### config.mk
export PLATFORM = sky130hd
export DESIGN_NAME = dec_timer
export DESIGN_NICKNAME = d
export VERILOG_FILES = /design/src/rtl/dec_timer_pkg.sv /design/src/rtl/dec_rst_sync.sv /design/src/rtl/dec_counter.sv /design/src/rtl/dec_pending.sv /design/src/rtl/dec_timer.sv
export SDC_FILE = /design/constraint.sdc
export NUM_CORES = 1
export LEC_CHECK = 0
export BUFFER_PORTS_ARGS = -buffer_cell sky130_fd_sc_hd__buf_2
export CAP_MARGIN = 20
export CELL_PAD_IN_SITES_DETAIL_PLACEMENT = 1
export CELL_PAD_IN_SITES_GLOBAL_PLACEMENT = 1
export CORE_ASPECT_RATIO = 1.75
export CORE_MARGIN = 2
export CORE_UTILIZATION = 38
export DETAILED_ROUTE_END_ITERATION = 10
export GPL_ROUTABILITY_DRIVEN = 1
export PLACE_DENSITY_LB_ADDON = 0.08
export SLEW_MARGIN = 20
export SYNTH_ARGS = -nofsm -noshare
export SYNTH_HDL_FRONTEND = slang
export SYNTH_HIERARCHICAL = 1
export SYNTH_SLANG_ARGS = --single-unit
### constraint.sdc
create_clock -name clk -period 1.76 [get_ports clk]
set_input_delay 0.264 -clock clk [delete_from_list [all_inputs] [get_ports clk]]
set_output_delay 0.264 -clock clk [all_outputs]
set_load 0.005 [all_outputs]
### src/rtl/dec_timer_pkg.sv
package dec_timer_pkg;

  // Operation applied to the count in a given cycle
  typedef enum logic [1:0] {
    CNT_HOLD = 2'd0,
    CNT_LOAD = 2'd1,
    CNT_DEC  = 2'd2
  } cnt_op_e;

endpackage

### src/rtl/dec_rst_sync.sv
module dec_rst_sync #(
  parameter int STAGES = 2
) (
  input  logic clk,
  input  logic rst_n,
  output logic rst_sync_n
);

  logic [STAGES-1:0] sync_q;
  logic [STAGES-1:0] sync_d;

  always_comb begin
    sync_d = {sync_q[STAGES-2:0], 1'b1};
  end

  always_ff @(posedge clk or negedge rst_n) begin
    if (!rst_n) begin
      sync_q <= '0;
    end else begin
      sync_q <= sync_d;
    end
  end

  assign rst_sync_n = sync_q[STAGES-1];

endmodule

### src/rtl/dec_counter.sv
module dec_counter
  import dec_timer_pkg::*;
#(
  parameter int W = 32
) (
  input  logic         clk,
  input  logic         rst_n,
  input  logic         wr_en,
  input  logic [W-1:0] wr_data,
  input  logic         tick_en,
  output logic [W-1:0] cnt_q,
  output logic         wrap_o
);

  localparam int MSB = W - 1;

  cnt_op_e      op;
  logic [W-1:0] cnt_d;
  logic         cnt_en;

  // Selects the operation; a software write wins over a tick
  always_comb begin
    if (wr_en) begin
      op = CNT_LOAD;
    end else if (tick_en) begin
      op = CNT_DEC;
    end else begin
      op = CNT_HOLD;
    end
  end

  always_comb begin
    unique case (op)
      CNT_LOAD: cnt_d = wr_data;
      CNT_DEC:  cnt_d = cnt_q - {{(W-1){1'b0}}, 1'b1};
      default:  cnt_d = cnt_q;
    endcase
  end

  assign cnt_en = (op != CNT_HOLD);

  // A zero crossing is a decrement step on which the top bit rises
  assign wrap_o = (op == CNT_DEC) && !cnt_q[MSB] && cnt_d[MSB];

  always_ff @(posedge clk or negedge rst_n) begin
    if (!rst_n) begin
      cnt_q <= '0;
    end else if (cnt_en) begin
      cnt_q <= cnt_d;
    end
  end

endmodule

### src/rtl/dec_pending.sv
module dec_pending (
  input  logic clk,
  input  logic rst_n,
  input  logic set_i,
  input  logic clr_i,
  output logic pend_q
);

  logic pend_d;
  logic pend_en;

  // Setting has priority over clearing
  always_comb begin
    if (set_i) begin
      pend_d = 1'b1;
    end else if (clr_i) begin
      pend_d = 1'b0;
    end else begin
      pend_d = pend_q;
    end
  end

  assign pend_en = set_i | clr_i;

  always_ff @(posedge clk or negedge rst_n) begin
    if (!rst_n) begin
      pend_q <= 1'b0;
    end else if (pend_en) begin
      pend_q <= pend_d;
    end
  end

endmodule

### src/rtl/dec_timer.sv
module dec_timer #(
  parameter int               W          = 32,
  parameter int               VEC_W      = 12,
  parameter logic [VEC_W-1:0] VEC_OFFSET = 12'h900,
  parameter int               RST_STAGES = 2
) (
  input  logic             clk,
  input  logic             rst_n,
  input  logic             wr_en,
  input  logic [W-1:0]     wr_data,
  output logic [W-1:0]     rd_data,
  input  logic             tick_en,
  input  logic             ee_mask,
  input  logic             ack,
  output logic             irq_req,
  output logic [VEC_W-1:0] irq_vec
);

  logic         rst_sync_n;
  logic [W-1:0] cnt_q;
  logic         wrap_evt;
  logic         pend_q;

  dec_rst_sync #(.STAGES(RST_STAGES)) u_rst_sync (
    .clk        (clk),
    .rst_n      (rst_n),
    .rst_sync_n (rst_sync_n)
  );

  dec_counter #(.W(W)) u_counter (
    .clk     (clk),
    .rst_n   (rst_sync_n),
    .wr_en   (wr_en),
    .wr_data (wr_data),
    .tick_en (tick_en),
    .cnt_q   (cnt_q),
    .wrap_o  (wrap_evt)
  );

  dec_pending u_pending (
    .clk    (clk),
    .rst_n  (rst_sync_n),
    .set_i  (wrap_evt),
    .clr_i  (ack),
    .pend_q (pend_q)
  );

  assign rd_data = cnt_q;
  assign irq_req = pend_q & ee_mask;
  assign irq_vec = irq_req ? VEC_OFFSET : '0;

endmodule

Yosys cells after proc, flatten, opt, wreduce, memory -nomap -nowiden:

Cells that the tools add are included.

* flip-flop bits (word level): 35
* input port bits: 38
* output and inout port bits: 45
* logic and storage cells: 23

* add/subtract/negate cells: 1
* equal/unequal tests: 2
* multiplexer cells: 6
* bitwise logic cells: 2
* reductions and logical operators: 8

Operators by type and width (number)
* $pmux W32 S2: 1
* $sub A32 B1 Y32 const B: 1
* $mux W12: 1
* $reduce_bool A2 Y1: 3
* $mux W2: 2
* $reduce_and A2 Y1: 2
* $eq A2 B1 Y1 const B: 1
* $eq A2 B2 Y1 const B: 1
* $logic_and A1 B1 Y1: 2
* $mux W1: 2
* $and A1 B1 Y1: 1
* $logic_not A1 Y1: 1
* $or A1 B1 Y1: 1

Depth between registers and ports, before layout:

Gate-level depths: netlist of run 1.

* depth in word-level cells: 7
* depth in mapped cells: 7
* mapped depth without buffers: 6

Hierarchy:

The synthesis of run 1 kept the hierarchy.

Modules (own cells, without submodules)
* dec_counter: times used 1, cells each 212, area an instance 1879.3 um^2, sequential area each 800.8 um^2
* dec_timer: times used 1, cells each 14, area an instance 100.1 um^2, sequential area each 0.0 um^2
* dec_rst_sync: times used 1, cells each 3, area an instance 53.8 um^2, sequential area each 50.0 um^2
* dec_pending: times used 1, cells each 3, area an instance 36.3 um^2, sequential area each 25.0 um^2

Worst setup path after synthesis of run 1:

No wires, ideal clock.

* path type: reg-to-reg
* start: register u_counter.cnt_q[0]
* end: register u_counter.cnt_q[27]
* setup time: 82 ps
* arrival: 2324 ps
* required time: 1678 ps
* path slack: -646 ps
* stages on the path, launching flop included: 7
* path buffers: 2
* clock period less this slack: 2406 ps
* path through: dfrtp_1 > or4b_1 > buf_2 > or4b_4 > buf_6 > or4_1 > a31oi_1

* longest elaborated chain between the ends: 2

Ends and longest elaborated chain
* from (decl): line dec_counter.sv:11 `output logic [W-1:0] cnt_q,`
* from (signal assigned): line dec_counter.sv:49 `cnt_q <= cnt_d;`
* $sub A32 B1 Y32: line dec_counter.sv:35 `CNT_DEC: cnt_d = cnt_q - {{(W-1){1'b0}}, 1'b1};`
* $pmux W32 S2: line dec_counter.sv:33 `unique case (op)`

No other way between the ends.
A chain may end at the register's enable or synchronous reset.

Final worst setup path of run 1:

* start: register u_counter.cnt_q[6]
* end: register u_counter.cnt_q[31]

Same word-level chain as after synthesis.

==> flow_summary.ini, run 1 <==
[synthesis]
synthAdderAreaFrac_pct = 0.605
synth.most_common_cell = dfrtp_1
synth_edf_count = 0
ys.flop_type = dfrtp_1
ys.warnings.count = 6
synthTopCellsByArea = dfrtp_1 42%, or4_1 6.5%, o31ai_1 4.7%
yosysTopAreaCellShare_pct = 42.3
synth-seq-cells = 35
synth_top_family_by_area = simple AND/OR/NAND/NOR gates
yosysSeqAreaShare_pct = 42.3
async_flop_share_pct = 100
synth_compound_area_share_pct = 15.4
synth_cells = 232
yosys.area_share.simple_pct = 26.8
avgSynthCellArea_sq_um = 8.92
synth_top_cells_by_count = 35 x dfrtp_1, 18 x nand2_1, 18 x or4_1
ys_types = 38
synth_xor_area_share_pct = 4.66
syn-cell-area_sq_um = 2070
synth_area_leader_cell = dfrtp_1
muxShareOfSynthArea_pct = 1.09

[power_and_ir_drop]
switching_power_uw = 800
leakage_uw = 0.00159
p_per_area_nw_per_um2 = 703
power_frac_seq_pct = 37.9
p_comb_share_pct = 30.9
swShare_pct = 31.8
internal_power_uw = 1720
clkPwrFrac_pct = 31.2
ir_worst_vdd_uv = 532

[clock_network]
clock_path_buffers = 2
cts_sinks = 35
cts_tree = done
clkTransAtPathRegs_ns = 0.09
insertion_delay_ns = 0.30
htree_levels = 2
cts_buffers = 5
root_buffer = clkbuf_8

[setup_path]
crit_path_end_kind = register
cpMaxStageDelayCell = dfrtp_1
reg2reg_depth = 9
cpLargestDelayFamily = buffers and inverters
r2r_end = u_counter/cnt_q[31]
worstPathArrival_ns = 2.53
worstPathRequired_ns = 1.91
r2r_slack_ns = -0.62
cp.depth = 9
r2r-start = u_counter/cnt_q[6]
max_stage_delay_ns = 0.43
crit_top_cell = buf_6
start_kind = register
criticalPathCategory = reg2reg
path_max_fanout = 6
cp.buffers_inverters = 5
path_cells = buf_6 > nor4_4 > nand4_1 > buf_6 > buf_6 > clkbuf_16 > buf_2 > o31ai_1 > a31oi_1

[final_layout]
area_delta_synth_final_pct = 73.0
layout.nets = 414
final_util_pct = 68.1
drive_gt1_share_pct = 56.6
antenna_cells = 0

[die]
core_area_sq_um = 5260
start_util_pct = 39.4
io_pins = 83
fp-row-count = 35
die_w_um = 59.8
dieArea_sq_um = 6080
fp.dieH_um = 102

[placement]
post-dp-hpwl_mm = 4.98
post-place-ws_ns = -0.530
gp_congestion = 0.785
portBuffers = 72

[timing]
slew_viol_final = 0
fin_crit_ns = 2.38
hold_slack_ns = 0.169
max_freq_mhz = 420
fin_worst_skew_ns = 0.0164
hold_viol = 0
slew_headroom_pct = 53.8
worst_pin_slew_ns = 0.688
fin_crit_sh_pct = 135
setup_violations = 30
rsz0062_at_grt = yes
finalWorstSetupSlack_ns = -0.624

[route]
wire_per_inst_um = 23.6
drt-initial-drc-count = 164
viasPerCell = 6.03
ant_nets = 0
drc = 0
vias = 2601
dr.pass1.iters = 5
drt-total-wl_mm = 10.2

[global_routing]
grt-ovfl-total = 0
antenna_found_initial = 0
grt_max_degree = 34
grt_pass1_vias = 2518
grt_util_all_layers_pct = 26.2
grt_pass1_wl_mm = 12.1

[run_status]
outcome = finished, violations left
violations = negative setup slack

[hold_path]
hold_path_end = u_counter/cnt_q[0]
whs_path_depth = 3
worstHoldStart = wr_data[0]
holdCritPathClass = in2reg

[run]
max_cap_violations = 0
[cell type report]
type	count	area [sq um]
Clock buffer	6	82.6
Multi-Input combinational cell	173	1400
Fill cell	598	1680
Tap cell	55	68.8
Clock inverter	2	35.0
Inverter	6	25.0
Sequential cell	35	876
Timing Repair Buffer	154	1090
[power groups by stage]
stage | Sequential (uW) | Combinational (uW) | Clock [uW]
floorplan | 988 | 214 | 0
global placement | 943 | 549 | 0
detailed placement | 950 | 563 | 0
CTS | 942 | 649 | 786
global route | 961 | 831 | 827
finish | 954 | 777 | 786
[stage by stage]
stage,area [sq um],power [uW],std cells,TNS [ns]
2_1_floorplan,2140,1200,241,-5.96
3_3_place_gp,2820,1490,397,-7.30
3_5_place_dp,2820,1510,397,-8.90
4_1_cts,3200,2380,412,-6.62
5_1_grt,3580,2620,431,-13.60
6_report,3580,2520,431,-11.90
[logic make-up after synthesis]
family | Yosys count
compound gates | 49
xor+xnor | 11
fa+ha+maj | 1
buf+inv | 34
flops | 35
mux | 2
other cells | 2
simple gates | 98
[layout by cell type (no fill, tap or decap), types with 9 or more instances in the layout]
cell type and count:
buf_2 73, buf_6 13, xnor2_1 9, nor2_1 16, buf_4 62, dfrtp_1 35
a31oi_1 12, or4_4 10, nand2_1 18, conb_1 11
[registers in the layout, summed over array words and instances, names as in the netlist]
signal             cells
u_counter/cnt_q       32
u_rst_sync/sync_q      2
u_pending/pend_q       1
[per-layer routing]
| metal | vias up | share of wire (%) | track usage (%) |
|---|---|---|---|
| li1 | 1123 | - | - |
| met1 | 1282 | 34 | 26.0 |
| met2 | 146 | 56 | 49.9 |
| met3 | 50 | 4.6 | 4.09 |
| met4 | 0 | 6.1 | 12.8 |
| met5 | - | 0 | 0 |
[worst max path at each step]
stage | to | startpoint | slack [ns]
global route | u_counter/cnt_q[31] | u_counter/cnt_q[6] | -0.68
global placement | u_counter/cnt_q[28] | u_counter/cnt_q[0] | -0.46
CTS | u_counter/cnt_q[25] | u_counter/cnt_q[0] | -0.46
detailed placement | u_counter/cnt_q[28] | u_counter/cnt_q[1] | -0.53
finish | u_counter/cnt_q[31] | u_counter/cnt_q[6] | -0.62
floorplan | u_counter/cnt_q[23] | u_counter/cnt_q[2] | -0.55
[repair_timing]
action	4_1_cts	5_1_grt
endpoints found under the hold margin	2	0
gates cloned	1	2
buffers inserted	7	17
pin swaps	15	36
hold buffers	1	0
resized for setup	42	48
endpoints found under the setup margin	29	30
[tightest hold or removal path, delay by kind of cell]
| kind | cells | cell delay, ns |
|---|---|---|
| AND/OR/NAND/NOR | 1 | 0.04 |
| buffers and inverters | 1 | 0.07 |
| AO/OA/AOI/OAI | 1 | 0.06 |
Note: power is estimated with default switching activity, not from simulation.
==> inputs of run 2 (changes only) <==
MAX_ROUTING_LAYER = met4   (was unset)
==> run 2 against run 1 <==
Compared with the run above: the flow still finishes with violations (negative setup slack); routed wire length increased by 1.1%; largest cell class unchanged; largest power group unchanged; critical path type unchanged; worst setup slack worse by 0.017 ns; clock power grew 0.6%.
==> flow_summary.ini, run 2 (synthesis results as in run 1) <==
[route]
drc = 0
wire_per_inst_um = 23.8
dr.pass1.iters = 4
drt-initial-drc-count = 140
vias = 2606
drt-total-wl_mm = 10.3
viasPerCell = 6.05
ant_nets = 0

[final_layout]
multi_input_area_sq_um = 1400
layout_commonest_cell = buf_2
antenna_cells = 0
regArea_sq_um = 876
largestRegisters = u_counter/cnt_q x32, u_rst_sync/sync_q x2, u_pending/pend_q x1
final_cell_area_sq_um = 3580
fin_cells = 431
largest_reg_flops = 32
final_cell_mix = 73 x buf_2, 62 x buf_4, 35 x dfrtp_1
final_util_pct = 68.1
regMostFlops = u_counter/cnt_q
area_delta_synth_final_pct = 73.0
drive_gt1_share_pct = 56.6
layout.nets = 414
num-fill-cells = 598

[timing]
setup_violations = 30
slew_viol_final = 0
slew_headroom_pct = 53.4
fin_crit_sh_pct = 136
fin_worst_skew_ns = 0.0175
rsz0062_at_grt = yes
fin_crit_ns = 2.40
hold_slack_ns = 0.167
hold_viol = 0
max_freq_mhz = 417
worst_pin_slew_ns = 0.694
finalWorstSetupSlack_ns = -0.640

[placement]
gp_congestion = 0.796
portBuffers = 72
place_area_sq_um = 2820
post-dp-hpwl_mm = 4.98
dp.cells = 397

[setup_path]
max_stage_delay_ns = 0.43
worstPathRequired_ns = 1.92
path_cells = buf_6 > nor4_4 > nand4_1 > buf_6 > buf_6 > clkbuf_16 > buf_2 > o31ai_1 > a31oi_1
criticalPathCategory = reg2reg
cpLargestDelayFamily = buffers and inverters
start_kind = register
cp.buffers_inverters = 5
crit_path_end_kind = register
path_max_fanout = 6
crit_top_cell = buf_6
cpMaxStageDelayCell = dfrtp_1
worstPathArrival_ns = 2.56

[die]
dieArea_sq_um = 6080
fp.dieH_um = 102
fp-row-count = 35
io_pins = 83
core_area_sq_um = 5260
die_w_um = 59.8
start_util_pct = 39.4

[clock_network]
insertion_delay_ns = 0.30
root_buffer = clkbuf_8
htree_levels = 2
cts_sinks = 35
cts_tree = done
clock_path_buffers = 2
clkTransAtPathRegs_ns = 0.09
cts_buffers = 5

[global_routing]
grt_max_degree = 34
grt-ovfl-total = 0
grt_util_all_layers_pct = 27.1
grt_pass1_vias = 2520
grt_pass1_wl_mm = 12.1
antenna_found_initial = 0

[power_and_ir_drop]
p_per_area_nw_per_um2 = 705
ir_worst_vdd_uv = 534
power_frac_seq_pct = 37.8
clkPwrFrac_pct = 31.3
leakage_uw = 0.00159
swShare_pct = 32.0
internal_power_uw = 1720
finalPower_uw = 2520
switching_power_uw = 808
p_comb_share_pct = 30.9

[run]
max_cap_violations = 0

[hold_path]
holdCritPathClass = in2reg

[run_status]
violations = negative setup slack
outcome = finished, violations left
[run 2: cell counts in the layout (fill, tap and decap cells not counted)]
Identical to the previous run, type by type.
[run 2: final timing paths]
path / from / to / slack [ns] / cells after the start
max: u_counter/cnt_q[6] / u_counter/cnt_q[31] / -0.64 / 9
min: wr_data[0] / u_counter/cnt_q[0] / 0.17 / 3
max reg2reg: u_counter/cnt_q[6] / u_counter/cnt_q[31] / -0.64 / 9
min reg2reg: u_rst_sync/sync_q[1] / u_counter/cnt_q[2] / 0.34 / 1
max in group asynchronous: u_rst_sync/sync_q[1] / u_counter/cnt_q[27] / 1.08 / 1
min in group asynchronous: rst_n / u_rst_sync/sync_q[1] / 0.31 / 2
[run 2: layer usage]
| layer | up-vias | GRT usage, % | share of wire (%) |
|---|---|---|---|
| met4 | 0 | 12.8 | 5.1 |
| met5 | - | - | 0 |
| met2 | 137 | 50.0 | 56 |
| met1 | 1294 | 26.0 | 34 |
| met3 | 50 | 4.34 | 4.6 |
| li1 | 1125 | - | - |
[run 2: repair_timing]
action | 4_1_cts | 5_1_grt
gates resized for setup | 42 | 48
pin swaps | 15 | 36
cloned | 1 | 2
endpoints found under the setup margin | 29 | 30
hold buffers | 1 | 0
endpoints found under the hold margin | 2 | 0
setup buffers | 7 | 17
[run 2: metrics by stage]
stage | TNS [ns] | worst slack [ns]
2_1_floorplan | -5.96 | -0.545
3_3_place_gp | -7.30 | -0.459
3_5_place_dp | -8.90 | -0.530
4_1_cts | -6.62 | -0.460
5_1_grt | -14.52 | -0.729
6_report | -12.72 | -0.640
[run 2: power by group through the flow]
stage | clock network (uW) | registers (uW) | logic, uW
6_report | 791 | 954 | 780
5_1_grt | 824 | 961 | 832
4_1_cts | 786 | 942 | 649
3_5_place_dp | 0 | 950 | 563
3_3_place_gp | 0 | 943 | 549
2_1_floorplan | 0 | 988 | 214
[run 2: cell type report]
type / instances / share of cell area [%]
repair buffers: 154 / 30.5
well taps: 55 / 1.92
multi-input cells: 173 / 39.1
clock buffers: 6 / 2.31
flip-flops and latches: 35 / 24.5
inverters: 6 / 0.699
clock inverters: 2 / 0.979
[run 2: worst reg2reg max path, cell delays in order (launching register included)]
cell	delay (ns)
dfrtp_1	0.43
buf_6	0.14
nor4_4	0.38
nand4_1	0.22
buf_6	0.21
buf_6	0.11
clkbuf_16	0.14
buf_2	0.17
o31ai_1	0.30
a31oi_1	0.15
